===== src/rtl/ecc_merge_pkg.sv =====
package ecc_merge_pkg;
  localparam int DW = 32;
  localparam int NB = DW / 8;
  localparam int HW = $clog2(DW) + 1;   // hamming bits
  localparam int CW = HW + 1;           // plus overall parity
  localparam int TW = DW + CW;

  typedef enum logic [2:0] {S_IDLE, S_FULL, S_RD, S_MG, S_WB} fsm_e;

  function automatic logic [HW-1:0] ham_bits(input logic [DW-1:0] d);
    logic [HW-1:0] c;
    logic [$clog2(DW)-1:0] k;
    c = '0;
    k = '0;
    for (int p = 1; p <= DW + HW; p++) begin
      if ((p & (p - 1)) != 0) begin
        for (int i = 0; i < HW; i++)
          if (((p >> i) & 1) == 1) c[i] = c[i] ^ d[k];
        k = k + 1'b1;
      end
    end
    return c;
  endfunction

  function automatic logic [CW-1:0] ecc_chk(input logic [DW-1:0] d);
    logic [HW-1:0] h;
    h = ham_bits(d);
    return {^{d, h}, h};
  endfunction
endpackage


===== src/rtl/ecc_enc.sv =====
module ecc_enc
  import ecc_merge_pkg::*;
(
  input  logic [DW-1:0] d_i,
  output logic [TW-1:0] cw_o
);
  assign cw_o = {ecc_chk(d_i), d_i};
endmodule


===== src/rtl/ecc_dec.sv =====
module ecc_dec
  import ecc_merge_pkg::*;
(
  input  logic [TW-1:0] cw_i,
  output logic [DW-1:0] d_o,
  output logic          sbe_o,
  output logic          dbe_o
);
  logic [HW-1:0] syn;
  logic          par;

  always_comb begin
    logic [$clog2(DW)-1:0] k;
    syn   = ham_bits(cw_i[DW-1:0]) ^ cw_i[DW+HW-1:DW];
    par   = ^cw_i;
    sbe_o = par;
    dbe_o = !par && (syn != '0);
    d_o   = cw_i[DW-1:0];
    k     = '0;
    for (int p = 1; p <= DW + HW; p++) begin
      if ((p & (p - 1)) != 0) begin
        if (par && (p == int'(syn))) d_o[k] = ~d_o[k];
        k = k + 1'b1;
      end
    end
  end
endmodule


===== src/rtl/store_coalesce.sv =====
module store_coalesce
  import ecc_merge_pkg::*;
#(
  parameter int AW = 4
) (
  input  logic          clk_i,
  input  logic          rst_ni,
  input  logic          put_i,
  input  logic [AW-1:0] addr_i,
  input  logic [DW-1:0] data_i,
  input  logic [NB-1:0] mask_i,
  input  logic          clr_i,
  output logic          vld_o,
  output logic [AW-1:0] addr_o,
  output logic [DW-1:0] data_o,
  output logic [NB-1:0] mask_o,
  output logic          full_o,
  output logic          hit_o
);
  logic          vld_q;
  logic [AW-1:0] addr_q;
  logic [NB-1:0] mask_q;

  assign hit_o  = vld_q && (addr_q == addr_i);
  assign full_o = &mask_q;
  assign vld_o  = vld_q;
  assign addr_o = addr_q;
  assign mask_o = mask_q;

  always_ff @(posedge clk_i or negedge rst_ni) begin
    if (!rst_ni) begin
      vld_q  <= 1'b0;
      addr_q <= '0;
      mask_q <= '0;
    end else if (put_i) begin
      vld_q  <= 1'b1;
      addr_q <= addr_i;
      mask_q <= (hit_o ? mask_q : '0) | mask_i;
    end else if (clr_i) begin
      vld_q  <= 1'b0;
      mask_q <= '0;
    end
  end

  for (genvar b = 0; b < NB; b++) begin : g_lane
    logic [7:0] lane_q;
    always_ff @(posedge clk_i or negedge rst_ni) begin
      if (!rst_ni)                  lane_q <= '0;
      else if (put_i && mask_i[b])  lane_q <= data_i[8*b +: 8];
    end
    assign data_o[8*b +: 8] = lane_q;
  end
endmodule


===== src/rtl/ecc_merge_unit.sv =====
module ecc_merge_unit
  import ecc_merge_pkg::*;
#(
  parameter int AW = 4
) (
  input  logic          clk_i,
  input  logic          rst_ni,
  input  logic          st_valid_i,
  output logic          st_ready_o,
  input  logic [AW-1:0] st_addr_i,
  input  logic [DW-1:0] st_data_i,
  input  logic [NB-1:0] st_mask_i,
  input  logic          drain_i,
  output logic          st_err_o,
  input  logic          ld_valid_i,
  input  logic [AW-1:0] ld_addr_i,
  output logic          ld_rvalid_o,
  output logic [DW-1:0] ld_data_o,
  output logic          ld_sbe_o,
  output logic          ld_dbe_o,
  output logic          mem_re_o,
  output logic [AW-1:0] mem_raddr_o,
  input  logic [TW-1:0] mem_rdata_i,
  output logic          mem_we_o,
  output logic [AW-1:0] mem_waddr_o,
  output logic [TW-1:0] mem_wdata_o,
  output logic [AW-1:0] mem_ld_addr_o,
  input  logic [TW-1:0] mem_ld_rdata_i
);
  fsm_e          state_q;
  logic [AW-1:0] job_addr_q;
  logic [DW-1:0] job_data_q;
  logic [NB-1:0] job_mask_q;
  logic [TW-1:0] rd_q, wr_q, ld_cw_q;
  logic          abort_q, ld_rvalid_q;

  logic          cb_vld, cb_full, cb_hit;
  logic [AW-1:0] cb_addr;
  logic [DW-1:0] cb_data;
  logic [NB-1:0] cb_mask;
  logic          idle, st_fire, put, launch;
  logic [DW-1:0] rmw_data, merged, enc_in;
  logic [TW-1:0] enc_cw;
  logic          rmw_sbe, rmw_dbe;

  assign idle       = (state_q == S_IDLE);
  assign st_ready_o = idle && !(cb_vld && cb_full) && !drain_i;
  assign st_fire    = st_valid_i && st_ready_o;
  assign put        = st_fire && (|st_mask_i);
  assign launch     = idle && cb_vld && (cb_full || drain_i || (put && !cb_hit));

  store_coalesce #(.AW(AW)) u_cb (
    .clk_i  (clk_i),
    .rst_ni (rst_ni),
    .put_i  (put),
    .addr_i (st_addr_i),
    .data_i (st_data_i),
    .mask_i (st_mask_i),
    .clr_i  (launch),
    .vld_o  (cb_vld),
    .addr_o (cb_addr),
    .data_o (cb_data),
    .mask_o (cb_mask),
    .full_o (cb_full),
    .hit_o  (cb_hit)
  );

  ecc_dec u_rmw_dec (.cw_i(rd_q), .d_o(rmw_data), .sbe_o(rmw_sbe), .dbe_o(rmw_dbe));

  for (genvar b = 0; b < NB; b++) begin : g_merge
    assign merged[8*b +: 8] = job_mask_q[b] ? job_data_q[8*b +: 8] : rmw_data[8*b +: 8];
  end

  // one encoder serves both full-word launch and the merge step
  assign enc_in = (state_q == S_MG) ? merged : cb_data;
  ecc_enc u_enc (.d_i(enc_in), .cw_o(enc_cw));

  always_ff @(posedge clk_i or negedge rst_ni) begin
    if (!rst_ni) begin
      state_q    <= S_IDLE;
      job_addr_q <= '0;
      job_data_q <= '0;
      job_mask_q <= '0;
      rd_q       <= '0;
      wr_q       <= '0;
      abort_q    <= 1'b0;
    end else begin
      case (state_q)
        S_IDLE: if (launch) begin
          job_addr_q <= cb_addr;
          job_data_q <= cb_data;
          job_mask_q <= cb_mask;
          wr_q       <= enc_cw;
          abort_q    <= 1'b0;
          state_q    <= cb_full ? S_FULL : S_RD;
        end
        S_FULL: state_q <= S_IDLE;
        S_RD: begin
          rd_q    <= mem_rdata_i;
          state_q <= S_MG;
        end
        S_MG: begin
          wr_q    <= enc_cw;
          abort_q <= rmw_dbe;
          state_q <= S_WB;
        end
        S_WB:    state_q <= S_IDLE;
        default: state_q <= S_IDLE;
      endcase
    end
  end

  assign mem_re_o    = (state_q == S_RD);
  assign mem_raddr_o = job_addr_q;
  assign mem_we_o    = (state_q == S_FULL) || ((state_q == S_WB) && !abort_q);
  assign st_err_o    = (state_q == S_WB) && abort_q;
  assign mem_waddr_o = job_addr_q;
  assign mem_wdata_o = wr_q;

  // load path: capture code word, decode next cycle
  assign mem_ld_addr_o = ld_addr_i;

  always_ff @(posedge clk_i or negedge rst_ni) begin
    if (!rst_ni) begin
      ld_rvalid_q <= 1'b0;
      ld_cw_q     <= '0;
    end else begin
      ld_rvalid_q <= ld_valid_i;
      if (ld_valid_i) ld_cw_q <= mem_ld_rdata_i;
    end
  end

  assign ld_rvalid_o = ld_rvalid_q;
  ecc_dec u_ld_dec (.cw_i(ld_cw_q), .d_o(ld_data_o), .sbe_o(ld_sbe_o), .dbe_o(ld_dbe_o));
endmodule


===== config.mk =====
export PLATFORM = sky130hd
export DESIGN_NAME = ecc_merge_unit
export DESIGN_NICKNAME = d
export VERILOG_FILES = /design/src/rtl/ecc_merge_pkg.sv /design/src/rtl/ecc_enc.sv /design/src/rtl/ecc_dec.sv /design/src/rtl/store_coalesce.sv /design/src/rtl/ecc_merge_unit.sv
export SDC_FILE = /design/constraint.sdc
export NUM_CORES = 1
export LEC_CHECK = 0
export BUFFER_PORTS_ARGS = -buffer_cell sky130_fd_sc_hd__buf_4
export CAP_MARGIN = 30
export CORE_MARGIN = 2
export CORE_UTILIZATION = 35
export CTS_BUF_LIST = sky130_fd_sc_hd__clkbuf_8
export DETAILED_ROUTE_END_ITERATION = 6
export GPL_TIMING_DRIVEN = 0
export SYNTH_ARGS = -nofsm -noshare
export SYNTH_HDL_FRONTEND = slang
export SYNTH_SLANG_ARGS = --single-unit

===== constraint.sdc =====
create_clock -name clk_i -period 4.6 [get_ports clk_i]
set_input_delay 0.69 -clock clk_i [delete_from_list [all_inputs] [get_ports clk_i]]
set_output_delay 0.69 -clock clk_i [all_outputs]
set_load 0.005 [all_outputs]

* Yosys cells after proc, flatten, opt, wreduce, memory -nomap -nowiden *
Index checks and enable logic that the tools add are counted.

word-level totals
  flip-flop bits (word level) = 203
  input port bits = 127
  output and inout bits = 90
  word-level logic and storage cells = 587

cells by class
  equal/unequal tests = 70
  mux-type cells = 80
  bitwise logic cells = 319
  reduce and logical (&&, ||, !) cells = 102

operator list
  cell                                                             number
  6-bit == test (first input constant)                             42
  1-bit XOR                                                        252
  32-bit 2-to-1 mux                                                3
  5-bit by 6-bit == test with 1-bit output (first input constant)  14
  1-bit logical AND                                                81
  39-bit case mux with 2 select lines                              1
  39-bit parity                                                    2
  1-bit NOT                                                        64
  31-bit 2-to-1 mux                                                2
  30-bit 2-to-1 mux                                                2
  29-bit 2-to-1 mux                                                2
  28-bit 2-to-1 mux                                                2
  27-bit 2-to-1 mux                                                2
  26-bit 2-to-1 mux                                                2
  25-bit 2-to-1 mux                                                2
  24-bit 2-to-1 mux                                                2
  8-bit 2-to-1 mux                                                 6
  23-bit 2-to-1 mux                                                2
  22-bit 2-to-1 mux                                                2
  21-bit 2-to-1 mux                                                2
  20-bit 2-to-1 mux                                                2
  39-bit 2-to-1 mux                                                1
  19-bit 2-to-1 mux                                                2
  38-bit parity                                                    1
  36 further kinds                                                 78

* Depth between registers and ports, before layout *
Gate-level depths: netlist (run 1).

  depth after elaboration = 74
  gate-level depth with buffers = 16
  mapped depth without buffers = 14

* By module *
From an unflattened synthesis (run 1), not the netlist that was laid out.

second synthesis, totals
  cell total of the unflattened synthesis = 1,000
  area total of the unflattened synthesis = 12,899.9 um^2

by module, submodules not included
  module          times used  cells an instance  area each (um^2)  sequential area each (um^2)
  ecc_merge_unit  1           480                7,051.8           4,053.9
  ecc_dec         2           163                1,546.5           0.0
  store_coalesce  1           106                1,831.8           1,026.0
  ecc_enc         1           88                 923.4             0.0

* Least setup slack after synthesis (run 1) *
OpenSTA, ideal clock, no wires.

  path type = register -> register
  start point = register rd_q[23]
  end point = register wr_q[38], in the netlist mem_wdata_o[38]
  library setup time = 0.077 ns
  arrival time = 4.212 ns
  data required time = 4.523 ns
  slack = 0.311 ns
  stages on the path, launching flop included = 17
  path buffers = 2
  period minus slack after synthesis = 4.289 ns
  cells stage by stage = dfrtp_1 -> buf_2 -> xor3_1 -> xnor2_1 -> xor3_1 -> xnor3_2 -> nand2_2 -> buf_2 -> nor3_1 -> xor2_1 -> a221oi_1 -> xor2_1 -> xnor3_2 -> xor2_1 -> xor2_1 -> xnor3_1 -> a21oi_1

on the way
  cells in the longest elaborated chain, start to end = 63
  elaborated cells between the ends (all ways) = 208
  those cells by class = 32 x eq/ne; 39 x mux; 103 x bitwise; 34 x reduce/logical

RTL lines
  item                                      line                   RTL
  from (decl)                               ecc_merge_unit.sv:34   logic [TW-1:0] rd_q, wr_q, ld_cw_q;
  from (signal assigned)                    ecc_merge_unit.sv:99   rd_q <= mem_rdata_i;
  1-bit XOR (6 in a row)                    ecc_merge_pkg.sv:18    if (((p >> i) & 1) == 1) c[i] = c[i] ^ d[k];
  6-bit XOR                                 ecc_dec.sv:14          syn = ham_bits(cw_i[DW-1:0]) ^ cw_i[DW+HW-1:DW];
  3-bit by 6-bit == test with 1-bit output  ecc_dec.sv:22          if (par && (p == int'(syn))) d_o[k] = ~d_o[k];
  1-bit logical AND                         ecc_dec.sv:22
  1-bit 2-to-1 mux                          ecc_dec.sv:22
  2-bit 2-to-1 mux                          ecc_dec.sv:22
  3-bit 2-to-1 mux                          ecc_dec.sv:22
  4-bit 2-to-1 mux                          ecc_dec.sv:22
  [... 26 more ...]                         --
  31-bit 2-to-1 mux                         ecc_dec.sv:22
  32-bit 2-to-1 mux (*)                     ecc_dec.sv:22
  8-bit 2-to-1 mux                          ecc_merge_unit.sv:71   assign merged[8*b +: 8] = job_mask_q[b] ? job_data_q[8*b +: 8] : rmw_data[8*b +: 8];
  32-bit 2-to-1 mux (*)                     ecc_merge_unit.sv:75   assign enc_in = (state_q == S_MG) ? merged : cb_data;
  1-bit XOR (17 in a row)                   ecc_merge_pkg.sv:18
  38-bit parity (*)                         ecc_merge_pkg.sv:28    return {^{d, h}, h};
  39-bit 2-to-1 mux                         ecc_merge_unit.sv:89   S_IDLE: if (launch) begin
  39-bit case mux with 2 select lines (*)   ecc_merge_unit.sv:88   case (state_q)
  to (signal assigned)                      ecc_merge_unit.sv:93   wr_q <= enc_cw;
  to (signal assigned)                      ecc_merge_unit.sv:103  wr_q <= enc_cw;
  to (decl)                                 ecc_merge_unit.sv:34

Every way passes the cells marked *; elsewhere a longest branch is shown, timed or not. The select of a mux whose other input is x is not followed.
A chain may end at the register's enable or synchronous reset.

* Final worst setup path (run 1) *
  start point = register rd_q[1]
  end point = register wr_q[38], in the netlist mem_wdata_o[38]

on the way
  cells in the longest elaborated chain, start to end = 74
  elaborated cells between the ends (all ways) = 225
  those cells by class = 32 x eq/ne; 39 x mux; 120 x bitwise; 34 x reduce/logical

RTL lines
  item                                      line
  1-bit XOR (17 in a row)                   ecc_merge_pkg.sv:18
  6-bit XOR                                 ecc_dec.sv:14
  3-bit by 6-bit == test with 1-bit output  ecc_dec.sv:22
  1-bit logical AND                         ecc_dec.sv:22
  1-bit 2-to-1 mux                          ecc_dec.sv:22
  2-bit 2-to-1 mux                          ecc_dec.sv:22
  3-bit 2-to-1 mux                          ecc_dec.sv:22
  4-bit 2-to-1 mux                          ecc_dec.sv:22
  [... 26 more ...]                         --
  31-bit 2-to-1 mux                         ecc_dec.sv:22
  32-bit 2-to-1 mux (*)                     ecc_dec.sv:22
  8-bit 2-to-1 mux                          ecc_merge_unit.sv:71
  32-bit 2-to-1 mux (*)                     ecc_merge_unit.sv:75
  1-bit XOR (17 in a row)                   ecc_merge_pkg.sv:18
  38-bit parity (*)                         ecc_merge_pkg.sv:28
  39-bit 2-to-1 mux                         ecc_merge_unit.sv:89
  39-bit case mux with 2 select lines (*)   ecc_merge_unit.sv:88

Marks and branches as above.

==> metrics.md, run 1 <==
| Metric | Value |
|---|---|
| Status | `finished, final reports clean` |
| Drt first pass iters | `5` |
| Max Fclk | `221 MHz` |
| # DRC | `0` |
| Maximum fanout along the worst path | `10` |
| Mapped Nets | `1131` |
| Yosys cell types | `62` |
| Reg-to-reg setup timing slack | `0.08 ns` |
| Commonest non-fill, non-tap cells in the layout | `buf_4 (257), dfrtp_1 (190), mux2_2 (165)` |
| Post-Syn Area | `11700 um^2` |
| CTS clk-pin slew, worst paths | `0.06 ns` |
| Total global-route track usage | `0.195` |
| Cts bufs inserted | `38` |
| Final core occ | `0.470` |
| Part of the Yosys area used for sequential elements | `0.436` |
| Post-route minimum period | `4.52 ns` |
| Synth async-reset ratio | `1.00` |
| CTS tree | `built` |
| Min Hold Slack | `0.223 ns` |
| Core area | `32700 um^2` |
| FF+latch count, synth | `203` |
| Avg Cell Area, Syn | `11.6 um^2` |
| First-pass GRT wire length | `52.1 mm` |
| Post-synthesis compound-gate area fraction | `0.0553` |
| Number of synthesized flops with an enable pin | `0` |
| Number of antenna diodes | `0` |
| IO buf count | `212` |
| Type of origin of the critical path | `flop` |
| Ys flop type | `dfrtp_1` |
| Synth warn | `0` |
| H-tree Lvls | `2` |
| Die width | `186 um` |
| Routed vias | `8600` |
| Area growth from synthesis to layout | `31.8%` |
| Final HPWL DP | `26.4 mm` |
| Layout Skew | `0.0329 ns` |
| Pre-CTS setup slack | `-0.463 ns` |
| Slew Limit Fails | `0` |
| GP Congestion | `0.890` |
| Simple-gate share of the synthesized area | `0.0919` |
| Initial antenna violation count | `0` |
| Rel. slew slack | `0.338` |
| Crit end category | `flop` |
| DRT antenna net count | `0` |
| Die Y | `186 um` |
| Setup CP Type | `flop to flop` |
| # hold bufs at CTS | `0` |
| Min-delay worst type | `primary input to asynchronous set/reset pin` |
| Overflow after GRT | `0` |
| Arr. time, crit path | `4.99 ns` |
| Most common cell after layout, fill and taps aside | `buf_4` |
| Vias in the first global route | `8477` |
| Post-route setup slack | `0.0789 ns` |
| Post-DP Area | `13800 um^2` |
| Clock latency on the worst-skew pair | `0.56 ns` |
| Hold Fails Final Rpt | `0` |
| Worst slew pin tran | `0.991 ns` |
| TritonCTS sink count | `203` |
| Design Area, Final | `15400 um^2` |
| Setup Viol. Count Final | `0` |
| Die ar. | `34800 um^2` |
| Post-Synth XOR/XNOR Area | `0.223` |
| Final period utilization | `0.983` |
| Adder-cell area share of the yosys netlist | `0` |
| Routed WL per cell | `19.6 um` |
| Initial Utilization | `0.356` |
| Maxcap violations | `0` |
| Share of cells above drive strength 1 | `0.444` |
| Clock Tree Buf Depth | `3` |
| Synthesized instance count | `1004` |
| Mux share of post-synthesis cell area | `0.171` |
| Routed WL | `34.6 mm` |
| Worst EP required | `5.07 ns` |
| I/O pin count | `217` |
| Layout Nets | `1421` |
| Clk root buf | `clkbuf_8` |
| Row Count | `66` |
| Initial DRC count | `423` |
| RSZ-0062 raised after global routing | `yes` |
| Main combinational cell family by area after synthesis | `XOR/XNOR gates` |
| Vias/cell | `4.88` |
| Largest net degree at the start of global routing | `116` |
[worst paths after layout]
kind                       depth (start not counted)           start               to
max                                               15         rd_q[1]  mem_wdata_o[38]
min                                                1          rst_ni      ld_cw_q[25]
max reg2reg                                       15         rd_q[1]  mem_wdata_o[38]
min reg2reg                                        1  job_data_q[31]   job_data_q[31]
max in group asynchronous                          2          rst_ni          rd_q[1]
min in group clk_i                                 1      ld_valid_i      ld_rvalid_o
[layer usage]
metal	vias to the layer above	routed length, um	GRT usage
li1	4038	-	-
met1	4213	15400	0.261
met2	294	16500	0.325
met3	55	1880	0.0348
met4	0	810	0.0546
met5	-	0	0
[Yosys cell counts (11+ instances only)]
cell / number / area, um^2
xnor3_1: 19 / 428
nor2_1: 61 / 229
nand3_1: 14 / 70.1
o21ai_0: 14 / 70.1
a21oi_1: 35 / 175
clkbuf_1: 26 / 97.6
nor3_1: 33 / 165
nand2_1: 63 / 236
xnor2_1: 136 / 1190
dfrtp_1: 203 / 5080
and3_1: 17 / 106
mux2_2: 165 / 1860
xor2_1: 72 / 631
inv_1: 11 / 41.3
mux2i_1: 13 / 130
[per-stage QoR]
step | std cells | setup TNS (ns)
finish | 1761 | 0
global route | 1761 | -0.0856
CTS | 1731 | -0.107
detailed placement | 1659 | -0.824
global placement | 1658 | -0.732
floorplan | 1004 | 0
[area by class of cell]
| cell class | instances | area [um^2] |
|---|---|---|
| Fill cell | 3096 | 17300 |
| Multi-Input combinational cell | 740 | 6750 |
| Sequential cell | 203 | 5100 |
| Timing Repair Buffer | 250 | 1900 |
| Clock buffer | 45 | 619 |
| Tap cell | 442 | 553 |
| Buffer | 50 | 240 |
| Clock inverter | 20 | 153 |
| Inverter | 11 | 41.3 |
[registers in the layout (all words and copies together) (netlist names), 4 cells and up]
name	cells
ld_cw_q	39
mem_wdata_o	39
rd_q	39
job_data_q	32
u_cb.g_lane.lane_q	32
job_mask_q	4
mem_raddr_o	4
u_cb.addr_o	4
u_cb.mask_o	4
[critical path: stages (launching register included)]
cell	delay, ns
dfrtp_2	0.45
xor3_2	0.43
xnor2_2	0.18
xor3_1	0.44
xnor3_2	0.34
nand2_1	0.09
buf_2	0.19
nor3_1	0.21
xor2_1	0.40
a221oi_4	0.16
xnor2_2	0.19
xnor2_1	0.21
xnor3_2	0.41
xor2_1	0.17
xnor3_1	0.41
a21oi_1	0.14
[what timing repair did]
item	in CTS	in global routing
hold endpoints to repair	0	0
setup buffers	7	30
pin swaps	11	37
endpoints found under the setup margin	24	8
resized for setup	29	69
[cell families after synthesis]
kind of cell,after synthesis
xor gates and xnor gates,243
and+or+nand+nor,225
DFF,203
muxes,178
AOI/OAI and AO/OA,94
buffers and inverters,61
Power of run 1 is left out: the tool's default activity adds up to more than one toggle a clock period on the data nets, which glitch-free logic cannot reach.
==> run 2, diff against run 1 <==
GPL_TIMING_DRIVEN = not set   (was 0)
SKIP_LAST_GASP = 1   (was not set)
clock period = 3.95 ns   (was 4.6 ns; I/O delays follow)
==> run 2 against run 1 <==
The flow now finishes with violations (negative setup slack). Utilization is 3.2 points higher. Highest routed layer unchanged. Non-clock buffer count is 82 higher. Clock-buffer cell count is 5 higher. Via count is 3.2% higher. Register-to-register slack worse by 0.42 ns. Global-route usage is 0.10 points higher. Setup slack worse by 0.42 ns. Wire length is 0.68% lower. Die area stayed put. Largest cell class unchanged.
==> metrics.md, run 2 (synthesis results as in run 1) <==
| Metric | Value |
|---|---|
| Final period utilization | `1.09 (+0.103)` |
| Vias/cell | `4.81 (-1.5%)` |
| Maximum fanout along the worst path | `6 (-4)` |
| Worst R2R Start | `rd_q[29]` |
| Critical path cell sequence | `xor3_1 -> xnor3_2 -> xor3_1 -> xnor3_2 -> buf_6 -> nand2_4 -> or4_4 -> a31o_1 -> nand2_2 -> xnor2_2 -> xnor2_1 -> xnor3_2 -> xnor2_2 -> xnor3_1 -> a21oi_1` |
| Crit end category | `flop` |
| Top Layer Used | `met4` |
| Maxcap violations | `0 (unchanged)` |
| Row Count | `66 (unchanged)` |
| First-pass GRT wire length | `53.2 mm (+2.0%)` |
| Total global-route track usage | `0.196 (+0.00103)` |
| Slew Limit Fails | `0 (unchanged)` |
| Vias in the first global route | `9241 (+9.0%)` |
| Area growth from synthesis to layout | `40.8%` |
| Levels on crit path | `15 (unchanged)` |
| Setup Viol. Count Final | `6 (+6)` |
| Largest net degree at the start of global routing | `79 (-32%)` |
| GP Congestion | `0.912 (+2.5%)` |
| DRT antenna net count | `0 (unchanged)` |
| CP max stage delay | `0.52 ns (+0.07 ns)` |
| Final core occ | `0.502 (+0.0321)` |
| Slowest cell on crit path | `or4_4` |
| RSZ-0062 raised after global routing | `yes` |
| Initial DRC count | `370 (-13%)` |
| Routed vias | `8876 (+3.2%)` |
| TritonCTS sink count | `203 (unchanged)` |
| FF-to-FF path depth | `15 (unchanged)` |
| Clock Tree Buf Depth | `3 (unchanged)` |
| Buf/Inv on CP | `1 (unchanged)` |
| Worst path most repeated cell | `xnor3_2` |
| Min-delay worst type | `primary input to asynchronous set/reset pin` |
| Drt first pass iters | `5 (unchanged)` |
| R2r endpoint | `mem_wdata_o[38]` |
| Status | `finished, violations left` |
| I/O pin count | `217 (unchanged)` |
| Critical path's top delay family | `XOR/XNOR gates` |
| IO buf count | `208 (-1.9%)` |
| Post-route setup slack | `-0.338 ns (-0.416 ns)` |
| Die Y | `186 um (unchanged)` |
| Rel. slew slack | `0.531 (+0.193)` |
| Setup CP Type | `flop to flop` |
| CTS tree | `built` |
| # DRC | `0 (unchanged)` |
| Post-route minimum period | `4.29 ns (-0.234 ns)` |
| Cts bufs inserted | `39 (+2.6%)` |
| Clock latency on the worst-skew pair | `0.55 ns (about the same)` |
| Worst slew pin tran | `0.704 ns (-0.287 ns)` |
| Max Fclk | `233 MHz (+5.4%)` |
| DR WL met3 | `1.79 mm (-5.0%)` |
| H-tree Lvls | `2 (unchanged)` |
| Type of origin of the critical path | `flop` |
| Reg-to-reg setup timing slack | `-0.34 ns (-0.42 ns)` |
| Met1 WL | `14.7 mm (-4.5%)` |
| Worst EP required | `4.43 ns (-0.64 ns)` |
| # hold bufs at CTS | `0 (unchanged)` |
| Share of cells above drive strength 1 | `0.531 (+0.0864)` |
| Clk root buf | `clkbuf_8` |
| Core area | `32700 um^2 (unchanged)` |
| Arr. time, crit path | `4.76 ns (-0.23 ns)` |
| Layout Nets | `1504 (+5.8%)` |
| Overflow after GRT | `0 (unchanged)` |
| Layout Skew | `0.0314 ns (-0.00144 ns)` |
| Final HPWL DP | `25.9 mm (-1.8%)` |
| Most common cell after layout, fill and taps aside | `buf_4` |
| Failing checks | `negative setup slack` |
| Routed WL per cell | `18.6 um (-5.2%)` |
| Initial Utilization | `0.356 (unchanged)` |
| Die ar. | `34800 um^2 (unchanged)` |
| Commonest non-fill, non-tap cells in the layout | `buf_4 (377), dfrtp_1 (197), mux2_2 (165)` |
| CTS clk-pin slew, worst paths | `0.06 ns (about the same)` |
| Routed WL | `34.4 mm (-0.68%)` |
| Initial antenna violation count | `0 (unchanged)` |
| Die width | `186 um (unchanged)` |
| Hold Fails Final Rpt | `0 (unchanged)` |
| Met2 Wirelength | `17.0 mm (+2.9%)` |
| Pre-CTS setup slack | `-0.510 ns (-0.0473 ns)` |
run 2: cell count changes in the layout (fill, tap and decap cells not counted), moves of 10 or more:
| cell | change |
|---|---|
| buf_4 | +120 |
| clkbuf_1 | -25 |
| nor2_1 | -10 |
| xnor2_1 | -19 |
| xnor2_2 | +16 |
run 2: timing repair:
action                                  in CTS  in global routing
setup buffers                               11                 15
pin swaps                                   19                 23
endpoints found under the setup margin      38                 39
gates resized for setup                     42                 81
run 2: worst max-delay path by stage:
stage,end,start
after floorplan,mem_wdata_o[38],rd_q[30]
after global placement,mem_wdata_o[38],rd_q[29]
after detailed placement,mem_wdata_o[38],rd_q[29]
after CTS,mem_wdata_o[38],rd_q[29]
after global routing,mem_wdata_o[38],rd_q[29]
final,mem_wdata_o[38],rd_q[29]
run 2: cell type report:
type	instances	area [um^2]
clock buffers	50	688
fillers	3018	16300
well taps	442	553
repair buffers	382	2900
inverters	11	41.3
flip-flops and latches	203	5090
diodes	1	2.50
clock inverters	16	109
multi-input cells	740	7030
run 2: worst register-to-register path, cell delays in order (launching register included):
cell and delay [ns]:
dfrtp_1 0.37, xor3_1 0.42, xnor3_2 0.30, xor3_1 0.39, xnor3_2 0.33, buf_6 0.15, nand2_4 0.07, or4_4 0.52
a31o_1 0.23, nand2_2 0.14, xnor2_2 0.11, xnor2_1 0.21, xnor3_2 0.32, xnor2_2 0.20, xnor3_1 0.34, a21oi_1 0.13
run 2: layer usage:
layer | GRT usage | up-vias
li1 | - | 4210
met1 | 0.253 | 4348
met2 | 0.335 | 260
met3 | 0.0354 | 58
met4 | 0.0589 | 0
met5 | 0 | -
run 2: per-stage QoR:
stage	setup TNS [ns]	hold slack, ns	cells	area (um^2)
after floorplan	-0.188	0.297	1004	11700
after detailed placement	-2.16	0.491	1753	14800
final	-1.28	0.0898	1845	16400
after global routing	-2.46	0.133	1844	16400
after CTS	-1.52	0.0995	1830	15900
after global placement	-1.65	0.481	1753	14800
Power of run 2 is left out for the same reason.
